## src/rtl/mtb_pkg.sv

```systemverilog
package mtb_pkg;

    localparam int unsigned MTB_ADDR_W     = 32;
    localparam int unsigned MTB_CHUNK_BITS = 16;
    localparam int unsigned MTB_WORD_BITS  = 2;
    localparam int unsigned MTB_ENTRIES    = 16;

    typedef enum logic [1:0] {
        MNT_IDLE  = 2'd0,
        MNT_FILL  = 2'd1,
        MNT_INVAL = 2'd2,
        MNT_FLUSH = 2'd3
    } mnt_op_e;

endpackage

```

## src/rtl/mtb_match.sv

```systemverilog
module mtb_match #(
    parameter int unsigned N     = 16,
    parameter int unsigned TAG_W = 16,
    localparam int unsigned IDX_W = (N > 1) ? $clog2(N) : 1
) (
    input  logic [N-1:0]            vld,
    input  logic [N-1:0][TAG_W-1:0] tags,
    input  logic [TAG_W-1:0]        key,
    output logic [N-1:0]            hit_vec,
    output logic                    any_hit,
    output logic [IDX_W-1:0]        hit_idx
);

    for (genvar g = 0; g < N; g++) begin : g_cmp
        assign hit_vec[g] = vld[g] && (tags[g] == key);
    end

    assign any_hit = |hit_vec;

    always_comb begin
        hit_idx = '0;
        for (int i = 0; i < N; i++) begin
            if (hit_vec[i]) begin
                hit_idx = hit_idx | IDX_W'(i);
            end
        end
    end

endmodule

```

## src/rtl/mtb_pick.sv

```systemverilog
module mtb_pick #(
    parameter int unsigned N = 16,
    localparam int unsigned IDX_W = (N > 1) ? $clog2(N) : 1
) (
    input  logic [N-1:0]     vld,
    input  logic [IDX_W-1:0] rr_ptr,
    output logic [IDX_W-1:0] victim,
    output logic             full
);

    logic [IDX_W-1:0] free_idx;

    assign full = &vld;

    always_comb begin
        free_idx = '0;
        for (int i = N - 1; i >= 0; i--) begin
            if (!vld[i]) begin
                free_idx = IDX_W'(i);
            end
        end
    end

    assign victim = full ? rr_ptr : free_idx;

endmodule

```

## src/rtl/mtb_top.sv

```systemverilog
module mtb_top
    import mtb_pkg::*;
#(
    parameter int unsigned ENTRIES    = MTB_ENTRIES,
    parameter int unsigned ADDR_W     = MTB_ADDR_W,
    parameter int unsigned CHUNK_BITS = MTB_CHUNK_BITS,
    parameter int unsigned WORD_BITS  = MTB_WORD_BITS,
    localparam int unsigned TAG_W = ADDR_W - CHUNK_BITS,
    localparam int unsigned OFF_W = CHUNK_BITS - WORD_BITS,
    localparam int unsigned IDX_W = (ENTRIES > 1) ? $clog2(ENTRIES) : 1
) (
    input  logic              clk,
    input  logic              rst_n,
    input  logic              req_valid,
    output logic              req_ready,
    input  logic [ADDR_W-1:0] req_addr,
    output logic              rsp_hit,
    output logic              rsp_miss,
    output logic [ADDR_W-1:0] rsp_maddr,
    input  logic [1:0]        mnt_op,
    input  logic [TAG_W-1:0]  mnt_tag,
    input  logic [ADDR_W-1:0] mnt_base
);

    typedef struct packed {
        logic [ENTRIES-1:0]             vld;
        logic [ENTRIES-1:0][TAG_W-1:0]  tag;
        logic [ENTRIES-1:0][ADDR_W-1:0] base;
        logic [IDX_W-1:0]               rr;
    } st_t;

    st_t st_d, st_q;

    mnt_op_e op;
    assign op = mnt_op_e'(mnt_op);

    logic [ENTRIES-1:0] l_hit_vec;
    logic               l_any;
    logic [IDX_W-1:0]   l_idx;
    logic [ENTRIES-1:0] m_hit_vec;
    logic               m_any;
    logic [IDX_W-1:0]   m_idx;
    logic [IDX_W-1:0]   victim;
    logic               full;

    mtb_match #(.N(ENTRIES), .TAG_W(TAG_W)) u_look_match (
        .vld     (st_q.vld),
        .tags    (st_q.tag),
        .key     (req_addr[ADDR_W-1:CHUNK_BITS]),
        .hit_vec (l_hit_vec),
        .any_hit (l_any),
        .hit_idx (l_idx)
    );

    mtb_match #(.N(ENTRIES), .TAG_W(TAG_W)) u_mnt_match (
        .vld     (st_q.vld),
        .tags    (st_q.tag),
        .key     (mnt_tag),
        .hit_vec (m_hit_vec),
        .any_hit (m_any),
        .hit_idx (m_idx)
    );

    mtb_pick #(.N(ENTRIES)) u_pick (
        .vld    (st_q.vld),
        .rr_ptr (st_q.rr),
        .victim (victim),
        .full   (full)
    );

    // lookup path reads registered state only
    logic [ADDR_W-1:0] sel_base;
    logic [ADDR_W-1:0] word_off;

    assign sel_base  = st_q.base[l_idx];
    assign word_off  = ADDR_W'(req_addr[CHUNK_BITS-1:WORD_BITS]);
    assign req_ready = 1'b1;
    assign rsp_hit   = req_valid && l_any;
    assign rsp_miss  = req_valid && !l_any;
    assign rsp_maddr = rsp_hit ? (sel_base + word_off) : '0;

    always_comb begin
        st_d = st_q;
        unique case (op)
            MNT_FILL: begin
                if (m_any) begin
                    st_d.base[m_idx] = mnt_base;
                end else begin
                    st_d.vld[victim]  = 1'b1;
                    st_d.tag[victim]  = mnt_tag;
                    st_d.base[victim] = mnt_base;
                    if (full) begin
                        st_d.rr = (st_q.rr == IDX_W'(ENTRIES - 1)) ? '0 : st_q.rr + 1'b1;
                    end
                end
            end
            MNT_INVAL: begin
                if (m_any) begin
                    st_d.vld[m_idx] = 1'b0;
                end
            end
            MNT_FLUSH: begin
                st_d.vld = '0;
            end
            default: begin
            end
        endcase
    end

    always_ff @(posedge clk) begin
        if (!rst_n) begin
            st_q <= '0;
        end else begin
            st_q <= st_d;
        end
    end

endmodule

```

## config.mk

```make
export PLATFORM = sky130hd
export DESIGN_NAME = mtb_top
export DESIGN_NICKNAME = d
export VERILOG_FILES = /design/src/rtl/mtb_pkg.sv /design/src/rtl/mtb_match.sv /design/src/rtl/mtb_pick.sv /design/src/rtl/mtb_top.sv
export SDC_FILE = /design/constraint.sdc
export NUM_CORES = 2
export LEC_CHECK = 0
export BUFFER_PORTS_ARGS = -buffer_cell sky130_fd_sc_hd__clkbuf_2
export CAP_MARGIN = 40
export CORE_MARGIN = 2
export CORE_UTILIZATION = 47
export CTS_BUF_LIST = sky130_fd_sc_hd__clkbuf_16
export DETAILED_ROUTE_END_ITERATION = 16
export MAX_ROUTING_LAYER = met4
export PLACE_DENSITY = 0.61
export SLEW_MARGIN = 20
export SYNTH_ARGS = -nofsm -noshare
export SYNTH_HDL_FRONTEND = slang
export SYNTH_SLANG_ARGS = --single-unit
```

## constraint.sdc

```tcl
create_clock -name clk -period 9.2 [get_ports clk]
set_input_delay 0 -clock clk [delete_from_list [all_inputs] [get_ports clk]]
set_output_delay 0 -clock clk [all_outputs]
set_load 0.01 [all_outputs]
```

== Yosys cells after proc, flatten, opt, wreduce, memory -nomap -nowiden ==
Cells that the tools add are included.
Word-level totals
  bits in registers: 788
  latch bits: 0
  RAM bits: 0
  bits in read-only memories: 0
  bits of input ports: 85
  word-level logic and storage cells: 195
  memories kept: 0
Cells by class
  add/sub/neg operators: 2
  $mul: 0
  div/mod/pow operators: 0
  $lt $le $gt $ge: 5
  eq/ne operators: 38
  shift operators: 0
  mux-type cells: 68
  bitwise gates (word level): 4
  reductions and logical operators: 44
Operators by type and width (count)
  bitwise mux 512 bit: 2
  == test 16 bit: 32
  two-way mux 512 bit: 1
  two-way mux 272 bit: 1
  bitwise mux 256 bit: 1
  demux 32 bit (select 4 bit): 2
  two-way mux 4 bit: 34
  binary-select mux 32 bit (select 4 bit): 1
  two-way mux 32 bit: 4
  demux 16 bit (select 4 bit): 1
  one-hot mux 16 bit (3 select lines): 1
  logical AND 1 bit: 36
  adder 32 x 14 -> 32 bit: 1
  two-way mux 16 bit: 2
  OR reduction 16 bit: 2
  two-way mux 3 bit: 8
  AND reduction 18 bit: 1
  bitwise AND 16 bit: 1
  NOT 16 bit: 1
  bitwise OR 16 bit: 1
  AND reduction 16 bit: 1
  less-than comparator 4 x 5 -> 1 bit, second input constant: 3
  demux 1 bit (select 4 bit): 2
  greater-or-equal comparator 4 x 1 -> 1 bit, second input constant: 2
  12 further kinds: 20

== Depth between registers and ports, before layout ==
  depth after elaboration: 25
  depth in mapped cells: 33

== Modules after synthesis ==
Synthesis repeated with hierarchy kept, for this count alone.
Unflattened totals
  cells, all modules: 4846
  area, all modules: 41439.7 µm²
By module, submodules not included
  mtb_top: instances 1, cells an instance 4014, area each 34628.2 µm², seq. area each 15775.1 µm²
  mtb_match: instances 2, cells an instance 398, area each 3295.7 µm², seq. area each 0.0 µm²
  mtb_pick: instances 1, cells an instance 36, area each 220.2 µm², seq. area each 0.0 µm²

== Least setup slack after synthesis ==
Ideal clock, no wire load.
  path type: register to output
  start: register st_q[599] in the netlist's numbering
  end: output port rsp_maddr[22]
  arrival: 6.119 ns
  required time: 9.200 ns
  path slack: 3.081 ns
  stages on the path, launching flop included: 30
  cells stage by stage: dfxtp_1 > xnor2_1 > nand4_1 > or3_1 > nor3_1 > a21oi_1 > nand4_1 > buf_4 > buf_1 > clkbuf_1 > clkbuf_1 > clkbuf_1 > a211oi_1 > a211oi_1 > a21oi_1 > a21oi_1 > ha_1 > fa_1 > nand3_1 > nand2_1 > a31oi_1 > o21ai_0 > a21o_1 > a21o_1 > a21oi_1 > o21ai_0 > nand2b_1 > or3_1 > or3_1 > a21oi_1
On the way
  cells in the longest elaborated chain, start to end: 17
  elaborated cells between the ends (all ways): 19
  classes of those cells: 1 x add/sub; 1 x eq/ne; 14 x mux; 3 x reduce/logical
RTL lines
  from (decl): line mtb_top.sv:32  | st_t st_d, st_q;
  from (signal assigned): line mtb_top.sv:114  | st_q <= st_d;
  == test 16 bit *: line mtb_match.sv:15  | assign hit_vec[g] = vld[g] && (tags[g] == key);
  logical AND 1 bit *: line mtb_match.sv:15
  two-way mux 3 bit (3 in series): line mtb_match.sv:23  | if (hit_vec[i]) begin
  two-way mux 4 bit (8 in series): line mtb_match.sv:23
  binary-select mux 32 bit (select 4 bit): line mtb_top.sv:75  | assign sel_base = st_q.base[l_idx];
  two-way mux 32 bit (not written as such): line mtb_top.sv:75
  adder 32 x 14 -> 32 bit: line mtb_top.sv:80  | assign rsp_maddr = rsp_hit ? (sel_base + word_off) : '0;
  two-way mux 32 bit *: line mtb_top.sv:80
  to (decl): line mtb_top.sv:19  | output logic [ADDR_W-1:0] rsp_maddr,
Every way passes the cells marked *; elsewhere a longest branch is shown, timed or not. The select of a mux whose other input is x is not followed.

== Worst setup path in the final report ==
  start: register st_q[639] in the netlist's numbering
  end: output port rsp_maddr[26]
On the way
  cells in the longest elaborated chain, start to end: 15
  elaborated cells between the ends (all ways): 17
  classes of those cells: 1 x add/sub; 1 x eq/ne; 12 x mux; 3 x reduce/logical
RTL lines (line)
  == test 16 bit *: mtb_match.sv:15
  logical AND 1 bit *: mtb_match.sv:15
  two-way mux 3 bit: mtb_match.sv:23
  two-way mux 4 bit (8 in series): mtb_match.sv:23
  binary-select mux 32 bit (select 4 bit): mtb_top.sv:75
  two-way mux 32 bit (not written as such): mtb_top.sv:75
  adder 32 x 14 -> 32 bit: mtb_top.sv:80
  two-way mux 32 bit *: mtb_top.sv:80
Marked as above.

==> flow_summary.toml <==
[timing]
grt_setup_unrepaired = "no"
max_freq_mhz = 137
final.setup.tns_ns = 0
worst_slew_pin_slew_ns = 0.901
fin_crit_ns = 7.30
final_max_slew_viol_count = 0
skew_ns = 0.0368
setup_violations = 0
whs_ns = 0.0591
hold_viol_final = 0
slew-limit-headroom_pct = 39.1
timing.final.crit_share_pct = 79.3

[critical_path]
critPathRequiredTime_ns = 9.20
crit_family = "simple AND/OR/NAND/NOR gates"
slowest_delay_ns = 0.64
critPathMaxFanout = 43
worst_ep_arrival_time_ns = 7.30
path_common_cell = "a21oi_1"
critPathKind = "reg -> out"
critPathSlowestCell = "nor3_1"
start_kind = "register"
end_kind = "primary output"
timing.critical_path.buf_inv = 6

[clocking]
cts_resized = 0
clk_latency_ns = 0.69
numCtsBuffers = 89
cts_sinks = 788
cts-hold-fix-buffers = 48
post_cts_buffers = 0
cts_tree = "done"
cts_max_level = 3
root_buffer = "clkbuf_16"
clockBufferDepth = 3
worst_setup_hold_path_clk_slew_ns = 0.06

[final_layout]
layout_common_cells = "mux2i_1 (956), nor2b_1 (811), dfxtp_1 (788), xnor2_1 (343), xor2_1 (186)"
layout_commonest_cell = "mux2i_1"
utilization_pct = 52.8
layout-drive-gt1-share_pct = 10.0
regArea_sq_um = 15800
top_regs = "st_q x788"
multi_input_area_sq_um = 25800
final_cells = 5743
nets = 4586
fill_cells = 8475
largest_reg_flops = 788
top_register = "st_q"
syn_to_final_growth_pct = 11.7

[floorplanning]
dieArea_sq_um = 94400
die_w_um = 307
core-area_sq_um = 91400
dieHeight_um = 307
rows = 111
start_util_pct = 47.3
io_pins = 120

[global_routing]
grt_max_degree = 119
globalRouteTotalUtil_pct = 27.3
grt_first_pass_wirelength_um = 192000
grt_overflow_total = 0
grt_pass1_vias = 30500
antenna_found_initial = 1

[drt]
via_per_inst = 5.49
drtIter0Drc = 2422
met2WireLength_um = 57600
ant_nets = 0
wl_met1_um = 59200
wirelength_um = 128000
drc_errors = 0
wl_per_cell_um = 22.2
met3WireLength_um = 7550
routed.top_layer = "met4"
num_vias = 31500
drt_pre_antenna_iters = 6

[yosys]
synth_ff_type = "dfxtp_1"
yosysSeqAreaShare_pct = 36.5
netlist_area_sq_um = 43200
syn_inst = 4486
yosys_warnings = 0
async_flop_share_pct = 0
synth-seq-cells = 788
avgSynthCellArea_sq_um = 9.64
syn-num-nets = 4590
synth_edf_count = 0
synthDistinctLibCells = 79

[pwr]
powerDensity_nw_per_um2 = 155
power.total_mw = 7.50
power_leakage_nw = 19.6
ir_drop_mv = 0.146

[place]
hpwl_um = 78400
post-place-cells = 5525
numPortBuffers = 116
gp_congestion = 1.02

[hold_path]
hold_path_class = "in -> reg"

[flow_run]
max_cap_violations = 0

[status]
outcome = "finished, final reports clean"
==> worst paths after layout <==
kind                   start            end  slack, ns  depth (start not counted)
setup reg to reg   st_q[746]      st_q[432]       4.67                         15
hold reg to reg    st_q[650]      st_q[650]       0.50                          2
hold / removal    mnt_tag[5]      st_q[713]       0.06                          3
setup / recovery   st_q[639]  rsp_maddr[26]       1.90                         29
==> through the flow <==
stage / instance area, sq um / setup WS (ns)
2_1_floorplan: 43200 / 3.08
3_3_place_gp: 44400 / 2.19
3_5_place_dp: 44900 / 2.25
4_1_cts: 48200 / 1.88
5_1_grt: 48300 / 1.36
6_report: 48300 / 1.90
==> cells in the mapped netlist, types with 34 or more instances <==
cell      count  area (sq um)
dfxtp_1     788         15800
nand4_1      72           450
nand2_1     124           465
nor2_1       85           319
nand3_1      77           385
a21oi_1     103           515
nor3_1       42           210
xor2_1      186          1630
buf_2        99           495
mux2_2       34           383
o21ai_0      40           200
a211oi_1    107           803
xnor2_1     343          3000
a21boi_0     44           330
nor2b_1     817          5110
clkbuf_1    222           833
nor4_1       49           307
mux2i_1     956          9570
==> report_power, final <==
part	leakage (nW)	internal (mW)	switching [mW]
Sequential	6.35	3.43	0.0113
Combinational	11.8	0.219	0.327
Clock	1.47	2.00	1.52
Total	19.6	5.64	1.86
==> kinds of logic after synthesis <==
family                     count (synthesis)  synth area share [%]
AOI/OAI and AO/OA                        408                  6.36
and+or+nand+nor                         1359                  18.5
muxes                                    990                  23.0
adders and majority gates                 19                 0.567
xor gates and xnor gates                 530                  10.8
buffers and inverters                    391                  4.34
other                                      1               0.00867
DFF                                      788                  36.5
==> worst reg2reg max path: stages, from the launching register on <==
cell,delay [ns]
dfxtp_1,0.34
xor2_1,0.15
nor4_1,0.35
nand2_1,0.13
or4_1,0.58
o41a_1,0.24
o311ai_0,0.14
dlymetal6s2s_1,0.26
nor4_2,0.09
buf_4,0.21
nand3_1,0.10
nor2_1,0.08
o21ai_4,0.73
buf_4,0.67
mux2i_1,0.29
nor2b_1,0.06
==> cell type report <==
type | count | area share, %
well taps | 1186 | 3.07
clock buffers | 89 | 4.61
inverters | 15 | 0.117
diodes | 1 | 0.00518
repair buffers | 281 | 4.73
multi-input cells | 3307 | 53.5
clock inverters | 76 | 1.31
flip-flops and latches | 788 | 32.7
==> routing by layer <==
metal / vias up / GRT usage, %
met5: - / -
met4: 0 / 7.15
met3: 212 / 4.43
met2: 765 / 42.6
met1: 15200 / 36.8
li1: 15400 / -
No activity file was read; power rests on OpenSTA's default activity.
